$ cat config.mk
export PLATFORM = sky130hd
export DESIGN_NAME = sar_adc_ctrl
export DESIGN_NICKNAME = d
export VERILOG_FILES = /design/src/rtl/sar_adc_pkg.sv /design/src/rtl/sar_adc_rstsync.sv /design/src/rtl/sar_adc_clkdiv.sv /design/src/rtl/sar_adc_seq.sv /design/src/rtl/sar_adc_regs.sv /design/src/rtl/sar_adc_ctrl.sv
export SDC_FILE = /design/constraint.sdc
export NUM_CORES = 1
export LEC_CHECK = 0
export BUFFER_PORTS_ARGS = -buffer_cell sky130_fd_sc_hd__buf_2
export CAP_MARGIN = 20
export CORE_ASPECT_RATIO = 1.75
export CORE_MARGIN = 2
export CORE_UTILIZATION = 60
export CTS_CLUSTER_SIZE = 30
export DETAILED_ROUTE_END_ITERATION = 12
export PLACE_DENSITY = 0.83
export SYNTH_ARGS = -nofsm -noshare
export SYNTH_HDL_FRONTEND = slang
export SYNTH_SLANG_ARGS = --single-unit
$ cat constraint.sdc
create_clock -name clk -period 2.75 [get_ports clk]
set_input_delay 0.4125 -clock clk [delete_from_list [all_inputs] [get_ports clk]]
set_output_delay 0.4125 -clock clk [all_outputs]
set_load 0.005 [all_outputs]
$ cat src/rtl/sar_adc_pkg.sv
package sar_adc_pkg;

  localparam int SEL_W        = 3;
  localparam int ADDR_W       = 3;
  localparam int ACQ_CNT_W    = 5;
  localparam int MAX_DIV_LOG2 = 6;
  localparam int DIV_CNT_W    = MAX_DIV_LOG2;

  localparam logic [ADDR_W-1:0] ADDR_CTRL = 3'd0;
  localparam logic [ADDR_W-1:0] ADDR_TIME = 3'd1;
  localparam logic [ADDR_W-1:0] ADDR_RHI  = 3'd2;
  localparam logic [ADDR_W-1:0] ADDR_RLO  = 3'd3;
  localparam logic [ADDR_W-1:0] ADDR_FLAG = 3'd4;

  typedef enum logic [1:0] {
    SEQ_IDLE = 2'd0,
    SEQ_ACQ  = 2'd1,
    SEQ_CONV = 2'd2
  } seq_state_e;

  // Acquisition length in conversion-clock periods: 0,2,4,6,8,12,16,20
  function automatic logic [ACQ_CNT_W-1:0] acq_periods(input logic [SEL_W-1:0] sel);
    logic [ACQ_CNT_W-1:0] s;
    s = ACQ_CNT_W'(sel);
    if (sel < 3'd5) acq_periods = s << 1;
    else            acq_periods = 5'd12 + ((s - 5'd5) << 2);
  endfunction

  // System clocks per conversion-clock period: 2 << min(sel,5)
  function automatic logic [DIV_CNT_W:0] div_ratio(input logic [SEL_W-1:0] sel);
    logic [SEL_W-1:0] e;
    e = (sel > 3'd5) ? 3'd5 : sel;
    div_ratio = (DIV_CNT_W + 1)'(2) << e;
  endfunction

endpackage

$ cat src/rtl/sar_adc_rstsync.sv
module sar_adc_rstsync (
  input  logic clk,
  input  logic rst_n,
  output logic rst_sync_n
);
  logic [1:0] stage_q;

  always_ff @(posedge clk or negedge rst_n) begin
    if (!rst_n) stage_q <= 2'b00;
    else        stage_q <= {stage_q[0], 1'b1};
  end

  assign rst_sync_n = stage_q[1];
endmodule

$ cat src/rtl/sar_adc_clkdiv.sv
module sar_adc_clkdiv
  import sar_adc_pkg::*;
(
  input  logic             clk,
  input  logic             rst_n,
  input  logic             run,
  input  logic             restart,
  input  logic [SEL_W-1:0] div_sel,
  output logic             tick
);
  logic [DIV_CNT_W-1:0] cnt_q, cnt_d;
  logic [DIV_CNT_W:0]   last_cnt;

  assign last_cnt = div_ratio(div_sel) - 1'b1;
  assign tick     = run && ({1'b0, cnt_q} >= last_cnt);

  always_comb begin
    cnt_d = cnt_q;
    if (restart)   cnt_d = '0;
    else if (tick) cnt_d = '0;
    else if (run)  cnt_d = cnt_q + 1'b1;
  end

  always_ff @(posedge clk or negedge rst_n) begin
    if (!rst_n) cnt_q <= '0;
    else        cnt_q <= cnt_d;
  end
endmodule

$ cat src/rtl/sar_adc_seq.sv
module sar_adc_seq
  import sar_adc_pkg::*;
#(
  parameter int RES_W = 10
) (
  input  logic             clk,
  input  logic             rst_n,
  input  logic             tick,
  input  logic             start,
  input  logic             abort,
  input  logic [SEL_W-1:0] acq_sel,
  input  logic             comp_hi,
  output logic             busy,
  output logic             sampling,
  output logic [RES_W-1:0] dac_code,
  output logic             done,
  output logic [RES_W-1:0] final_code
);
  localparam int IDX_W = $clog2(RES_W);

  seq_state_e           state_q, state_d;
  logic [ACQ_CNT_W-1:0] acq_q, acq_d;
  logic [IDX_W-1:0]     idx_q, idx_d;
  logic [RES_W-1:0]     code_q, code_d;
  logic [RES_W-1:0]     trial_bit;

  assign trial_bit = RES_W'(1) << idx_q;

  always_comb begin
    state_d = state_q;
    acq_d   = acq_q;
    idx_d   = idx_q;
    code_d  = code_q;
    done    = 1'b0;
    case (state_q)
      SEQ_IDLE: begin
        if (start) begin
          code_d  = '0;
          idx_d   = IDX_W'(RES_W - 1);
          acq_d   = acq_periods(acq_sel);
          state_d = (acq_d == '0) ? SEQ_CONV : SEQ_ACQ;
        end
      end
      SEQ_ACQ: begin
        if (abort) begin
          state_d = SEQ_IDLE;
        end else if (tick) begin
          acq_d = acq_q - 1'b1;
          if (acq_q == ACQ_CNT_W'(1)) state_d = SEQ_CONV;
        end
      end
      SEQ_CONV: begin
        if (tick && comp_hi) code_d = code_q | trial_bit;
        if (tick && idx_q == '0) begin
          done    = 1'b1;
          state_d = SEQ_IDLE;
        end else if (abort) begin
          state_d = SEQ_IDLE;
        end else if (tick) begin
          idx_d = idx_q - 1'b1;
        end
      end
      default: state_d = SEQ_IDLE;
    endcase
  end

  always_ff @(posedge clk or negedge rst_n) begin
    if (!rst_n) begin
      state_q <= SEQ_IDLE;
      acq_q   <= '0;
      idx_q   <= '0;
      code_q  <= '0;
    end else begin
      state_q <= state_d;
      acq_q   <= acq_d;
      idx_q   <= idx_d;
      code_q  <= code_d;
    end
  end

  assign busy       = (state_q != SEQ_IDLE);
  assign sampling   = (state_q == SEQ_ACQ);
  assign dac_code   = (state_q == SEQ_CONV) ? (code_q | trial_bit) : '0;
  assign final_code = code_d;
endmodule

$ cat src/rtl/sar_adc_regs.sv
module sar_adc_regs
  import sar_adc_pkg::*;
#(
  parameter int RES_W  = 10,
  parameter int DATA_W = 8,
  parameter int CH_W   = 4
) (
  input  logic              clk,
  input  logic              rst_n,
  input  logic              wr_en,
  input  logic [ADDR_W-1:0] wr_addr,
  input  logic [DATA_W-1:0] wr_data,
  input  logic [ADDR_W-1:0] rd_addr,
  output logic [DATA_W-1:0] rd_data,
  input  logic              busy,
  input  logic              done,
  input  logic [RES_W-1:0]  final_code,
  output logic              start,
  output logic              abort,
  output logic              en,
  output logic [CH_W-1:0]   chan,
  output logic [SEL_W-1:0]  div_sel,
  output logic [SEL_W-1:0]  acq_sel,
  output logic              flag,
  output logic [RES_W-1:0]  result
);
  localparam int HI_W = RES_W - DATA_W;

  logic              en_q, en_d;
  logic [CH_W-1:0]   chan_q, chan_d;
  logic [SEL_W-1:0]  div_q, div_d, acqs_q, acqs_d;
  logic              flag_q, flag_d;
  logic [RES_W-1:0]  res_q;
  logic              wr_ctrl, wr_time, wr_flag, go_bits;
  logic              unused_wr;

  assign wr_ctrl = wr_en && (wr_addr == ADDR_CTRL);
  assign wr_time = wr_en && (wr_addr == ADDR_TIME);
  assign wr_flag = wr_en && (wr_addr == ADDR_FLAG);
  assign go_bits = wr_data[0] && wr_data[1];

  assign start = wr_ctrl && go_bits && !busy;
  assign abort = wr_ctrl && busy && !go_bits;

  always_comb begin
    en_d   = en_q;
    chan_d = chan_q;
    div_d  = div_q;
    acqs_d = acqs_q;
    flag_d = flag_q;
    if (wr_ctrl) begin
      en_d   = wr_data[0];
      chan_d = wr_data[CH_W+1:2];
    end
    if (wr_time) begin
      div_d  = wr_data[SEL_W-1:0];
      acqs_d = wr_data[2*SEL_W-1:SEL_W];
    end
    if (done)                      flag_d = 1'b1;
    else if (wr_flag && !wr_data[0]) flag_d = 1'b0;
  end

  always_ff @(posedge clk or negedge rst_n) begin
    if (!rst_n) begin
      en_q   <= 1'b0;
      chan_q <= '0;
      div_q  <= '0;
      acqs_q <= '0;
      flag_q <= 1'b0;
    end else begin
      en_q   <= en_d;
      chan_q <= chan_d;
      div_q  <= div_d;
      acqs_q <= acqs_d;
      flag_q <= flag_d;
    end
  end

  // Result pair survives ordinary resets: loaded only on completion
  always_ff @(posedge clk) begin
    if (done) res_q <= final_code;
  end

  always_comb begin
    case (rd_addr)
      ADDR_CTRL: rd_data = DATA_W'({chan_q, busy, en_q});
      ADDR_TIME: rd_data = DATA_W'({acqs_q, div_q});
      ADDR_RHI:  rd_data = DATA_W'(res_q[RES_W-1:RES_W-HI_W]);
      ADDR_RLO:  rd_data = res_q[DATA_W-1:0];
      ADDR_FLAG: rd_data = DATA_W'(flag_q);
      default:   rd_data = '0;
    endcase
  end

  assign unused_wr = ^wr_data[DATA_W-1:CH_W+2];

  assign en      = en_q;
  assign chan    = chan_q;
  assign div_sel = div_q;
  assign acq_sel = acqs_q;
  assign flag    = flag_q;
  assign result  = res_q;
endmodule

$ cat src/rtl/sar_adc_ctrl.sv
module sar_adc_ctrl
  import sar_adc_pkg::*;
#(
  parameter int RES_W  = 10,
  parameter int DATA_W = 8,
  parameter int CH_W   = 4
) (
  input  logic              clk,
  input  logic              rst_n,
  input  logic              wr_en,
  input  logic [ADDR_W-1:0] wr_addr,
  input  logic [DATA_W-1:0] wr_data,
  input  logic [ADDR_W-1:0] rd_addr,
  output logic [DATA_W-1:0] rd_data,
  input  logic              comp_hi_i,
  output logic [RES_W-1:0]  dac_code_o,
  output logic              sample_o,
  output logic [CH_W-1:0]   chan_o,
  output logic              irq_o
);
  logic             rst_sync_n;
  logic             tick, seq_busy, seq_done, start_req, abort_req, ctrl_en;
  logic [SEL_W-1:0] div_sel, acq_sel;
  logic [RES_W-1:0] final_code, res_val;

  sar_adc_rstsync u_rst (
    .clk        (clk),
    .rst_n      (rst_n),
    .rst_sync_n (rst_sync_n)
  );

  sar_adc_clkdiv u_div (
    .clk     (clk),
    .rst_n   (rst_sync_n),
    .run     (seq_busy),
    .restart (start_req),
    .div_sel (div_sel),
    .tick    (tick)
  );

  sar_adc_seq #(.RES_W(RES_W)) u_seq (
    .clk        (clk),
    .rst_n      (rst_sync_n),
    .tick       (tick),
    .start      (start_req),
    .abort      (abort_req),
    .acq_sel    (acq_sel),
    .comp_hi    (comp_hi_i),
    .busy       (seq_busy),
    .sampling   (sample_o),
    .dac_code   (dac_code_o),
    .done       (seq_done),
    .final_code (final_code)
  );

  sar_adc_regs #(.RES_W(RES_W), .DATA_W(DATA_W), .CH_W(CH_W)) u_regs (
    .clk        (clk),
    .rst_n      (rst_sync_n),
    .wr_en      (wr_en),
    .wr_addr    (wr_addr),
    .wr_data    (wr_data),
    .rd_addr    (rd_addr),
    .rd_data    (rd_data),
    .busy       (seq_busy),
    .done       (seq_done),
    .final_code (final_code),
    .start      (start_req),
    .abort      (abort_req),
    .en         (ctrl_en),
    .chan       (chan_o),
    .div_sel    (div_sel),
    .acq_sel    (acq_sel),
    .flag       (irq_o),
    .result     (res_val)
  );
endmodule

==> qor.yml <==
power_and_ir_drop:
  p_switching_w: 0.00110
  max-vdd-ir-drop_mv: 0.684
  pwr-share-seq_pct: 40.9
  leakage_nw: 1.59
  comb_power_share_pct: 42.8
  power.total_w: 0.00278
  power_density_nw_per_um2: 854
  clock_power_share_pct: 16.3
  sw_frac_of_total_pct: 39.7
  p_int_w: 0.00168
setup_path:
  path_max_fanout: 6
  critical-path-max-stage-delay_ns: 0.39
  path_class: "reg2reg"
  ff2ff_path_depth: 10
  crit_required_ns: 2.94
  end_kind: "flop"
  crit_buf_inv: 2
  r2r_slack_ns: 0.09
  r2r-end: "u_seq.acq_q[1]"
  start_kind: "flop"
  crit_family: "compound AO/OA/AOI/OAI gates"
  crit_arrival_ns: 2.85
  cp_slowest_cell: "dfrtp_1"
  path_cells: "or3_4, ha_1, ha_1, a21oi_2, a21oi_2, buf_4, a2bb2oi_1, buf_4, a211oi_1, o22ai_1"
  r2r-start: "u_regs.div_sel[0]"
global_route:
  grt_pass1_vias: 2331
  grt_max_degree: 29
  antenna_found_initial: 0
  grt_overflow: 0
  grtUsageTotal_pct: 26.0
  grt_pass1_wl_um: 10600
yosys:
  synth_top_area_share_pct: 36.3
  synthAdderAreaFrac_pct: 7.07
  synthCells: 287
  yosys.cell_types.count: 51
  avgSynthCellArea_um2: 9.86
  netlist_area_um2: 2830
  ys_seq_area_share_pct: 46.9
  synth_flop_cell: "dfrtp_1"
  synth_nets: 321
  ys.warnings.count: 0
  ys_seq_elements: 51
  muxShareOfSynthArea_pct: 3.85
  synth-simple-area-share_pct: 18.5
  synthTopCellsByArea: "dfrtp_1 36%, edfxtp_1 11%, ha_1 7.1%, nand2_1 4.4%, nor2_1 4.1%"
  synth_top_family_by_area: "compound AO/OA/AOI/OAI gates"
  synth_edf_count: 10
  synth_compound_area_share_pct: 19.4
  synthXorXnorAreaFrac_pct: 0.619
  synthArstFlopShare_pct: 80.4
  synth_area_leader_cell: "dfrtp_1"
route:
  vias_per_cell: 6.03
  drt-initial-drc-count: 122
  antenna_violating_nets_post_route: 0
  drc_errors: 0
  first_pass_iters: 4
  vias: 2352
  wl_per_cell_um: 16.3
  wl_um: 6360
sta:
  max_slew_margin_pct: 60.2
  tightest_slew_ns: 0.597
  skew_ns: 0.00402
  drv_slew: 0
  period_share_pct: 96.6
  max_freq_ghz: 0.376
  period_minus_slack_ns: 2.66
  finalSetupTns_ns: 0
  finalSetupViolCount: 0
  hold_viol: 0
floorplanning:
  die_area_um2: 5300
  dieHeight_um: 94.9
  start_util_pct: 61.2
  rows: 33
  io_pins: 42
  die_x_um: 55.9
  core_area_um2: 4620
cts:
  htree_levels: 2
  cts_sinks: 51
  cts_tree: "built"
  clk_pin_slew_ns: 0.10
  cts-root-buf: "clkbuf_8"
  cts_buffer_depth: 2
  worst_skew_pair.late_latency_ns: 0.31
  cts_buffers: 5
  cts_setup_buffers: 0
placement:
  place.gp.congestion: 0.856
  io_buffers: 39
  dp.final_hpwl_um: 4770
status:
  status: "finished clean"
final_layout:
  drive_gt1_share_pct: 23.4
  nFillCells: 357
  num_antenna_cells: 0
  syn2layout_area_growth_pct: 15.1
  nets: 371
min_path:
  min_path_type: "reg2async"
flow_run:
  maxCapViolCount: 0
==> cell families (layout without fill, tap and decap cells) <==
logic type / count (synthesis) / in the layout
other: 1 / 1
XOR/XNOR: 2 / 2
flip-flops: 51 / 51
multiplexers: 9 / 9
AND/OR/NAND/NOR: 105 / 105
adder cells (fa/ha/maj): 16 / 16
AO/OA/AOI/OAI: 81 / 81
buffers and inverters: 22 / 73
==> registers in the layout, summed over array words and instances (netlist names), 2 cells and up <==
signal and flops:
u_seq.acq_q 5, u_seq.code_q 10, u_regs.div_sel 3, u_rst.stage_q 2, u_seq.state_q 2, u_regs.acq_sel 3, u_div.cnt_q 6, u_seq.idx_q 4
u_regs.chan 4, u_regs.result 10
==> metal layers <==
layer	share of wire [%]	routed length, um	global-route usage [%]	vias up
li1	-	-	-	1140
met1	40	2580	30.1	1139
met2	54	3410	46.8	57
met3	3.0	192	3.97	16
met4	2.8	180	12.5	0
met5	0	0	0	-
==> power groups by stage <==
stage | Clock (W) | Sequential (W) | Combinational, W
2_1_floorplan | 0 | 0.00111 | 0.000784
3_3_place_gp | 0 | 0.00114 | 0.00111
3_5_place_dp | 0 | 0.00114 | 0.00115
4_1_cts | 0.000465 | 0.00113 | 0.00116
5_1_grt | 0.000493 | 0.00116 | 0.00134
6_report | 0.000453 | 0.00114 | 0.00119
==> area by class of cell <==
class | instances | area [um^2] | area share, %
Multi-Input combinational cell | 214 | 1420 | 43.7
Clock buffer | 5 | 68.8 | 2.11
Sequential cell | 51 | 1330 | 40.7
Tap cell | 52 | 65.1 | 2.00
Clock inverter | 3 | 26.3 | 0.807
Timing Repair Buffer | 53 | 303 | 9.30
Inverter | 12 | 45.0 | 1.38
==> cell usage after synthesis (4+ instances only) <==
master    count
a211oi_1      6
a21o_1        6
a21oi_1      14
a22o_1       10
a22oi_1       5
a31oi_1       4
clkbuf_1      7
dfrtp_1      41
edfxtp_1     10
ha_1         16
inv_1        12
mux2_2        5
nand2_1      33
nand3_1       5
nor2_1       31
nor2b_1       4
nor3_1        5
nor3b_1       4
o21ai_0      17
==> per-stage QoR <==
| stage | hold WS (ns) | util, % | instances | setup WS [ns] | instance area (um^2) |
|---|---|---|---|---|---|
| floorplan | 0.117 | - | 287 | -0.0277 | 2830 |
| global placement | 0.198 | 67.8 | 381 | 0.134 | 3130 |
| finish | 0.211 | 70.4 | 390 | 0.0938 | 3260 |
| global route | 0.256 | 70.4 | 390 | -0.0153 | 3260 |
| CTS | 0.242 | 70.0 | 390 | 0.0839 | 3240 |
| detailed placement | 0.199 | 67.8 | 381 | 0.116 | 3130 |
==> placed cells by master, fill, tap and decap left out, types with 10 or more instances in the layout <==
cell type	count
dfrtp_1	41
buf_2	39
nand2_1	33
nor2_1	30
o21ai_0	17
ha_1	16
buf_4	13
inv_1	12
a21oi_1	12
a22o_1	10
edfxtp_1	10
==> worst reg2reg max path, delay by kind of cell (launching register included) <==
kind	cells	cell delay [ns]
and+or+nand+nor	1	0.39
buffers and inverters	2	0.31
AOI/OAI and AO/OA	5	0.81
adders and majority gates	2	0.64
DFF	1	0.39
==> what timing repair did <==
action | 4_1_cts | 5_1_grt
endpoints found under the hold margin | 2 | 0
endpoints found under the setup margin | 0 | 11
gates resized for setup | 0 | 4
hold buffers | 1 | 0
==> worst max-delay path by stage <==
stage                      start          endpoint  slack [ns]  cells after the start
6_report       u_regs.div_sel[0]    u_seq.acq_q[1]        0.09                     10
5_1_grt        u_regs.div_sel[0]    u_seq.acq_q[3]       -0.02                     10
4_1_cts        u_regs.div_sel[0]    u_seq.acq_q[0]        0.08                     10
3_5_place_dp   u_regs.div_sel[0]    u_seq.acq_q[0]        0.12                     10
3_3_place_gp   u_regs.div_sel[0]    u_seq.acq_q[0]        0.13                     10
2_1_floorplan  u_regs.div_sel[0]  u_regs.result[0]       -0.03                      9
No activity file was read; power rests on OpenSTA's default activity.
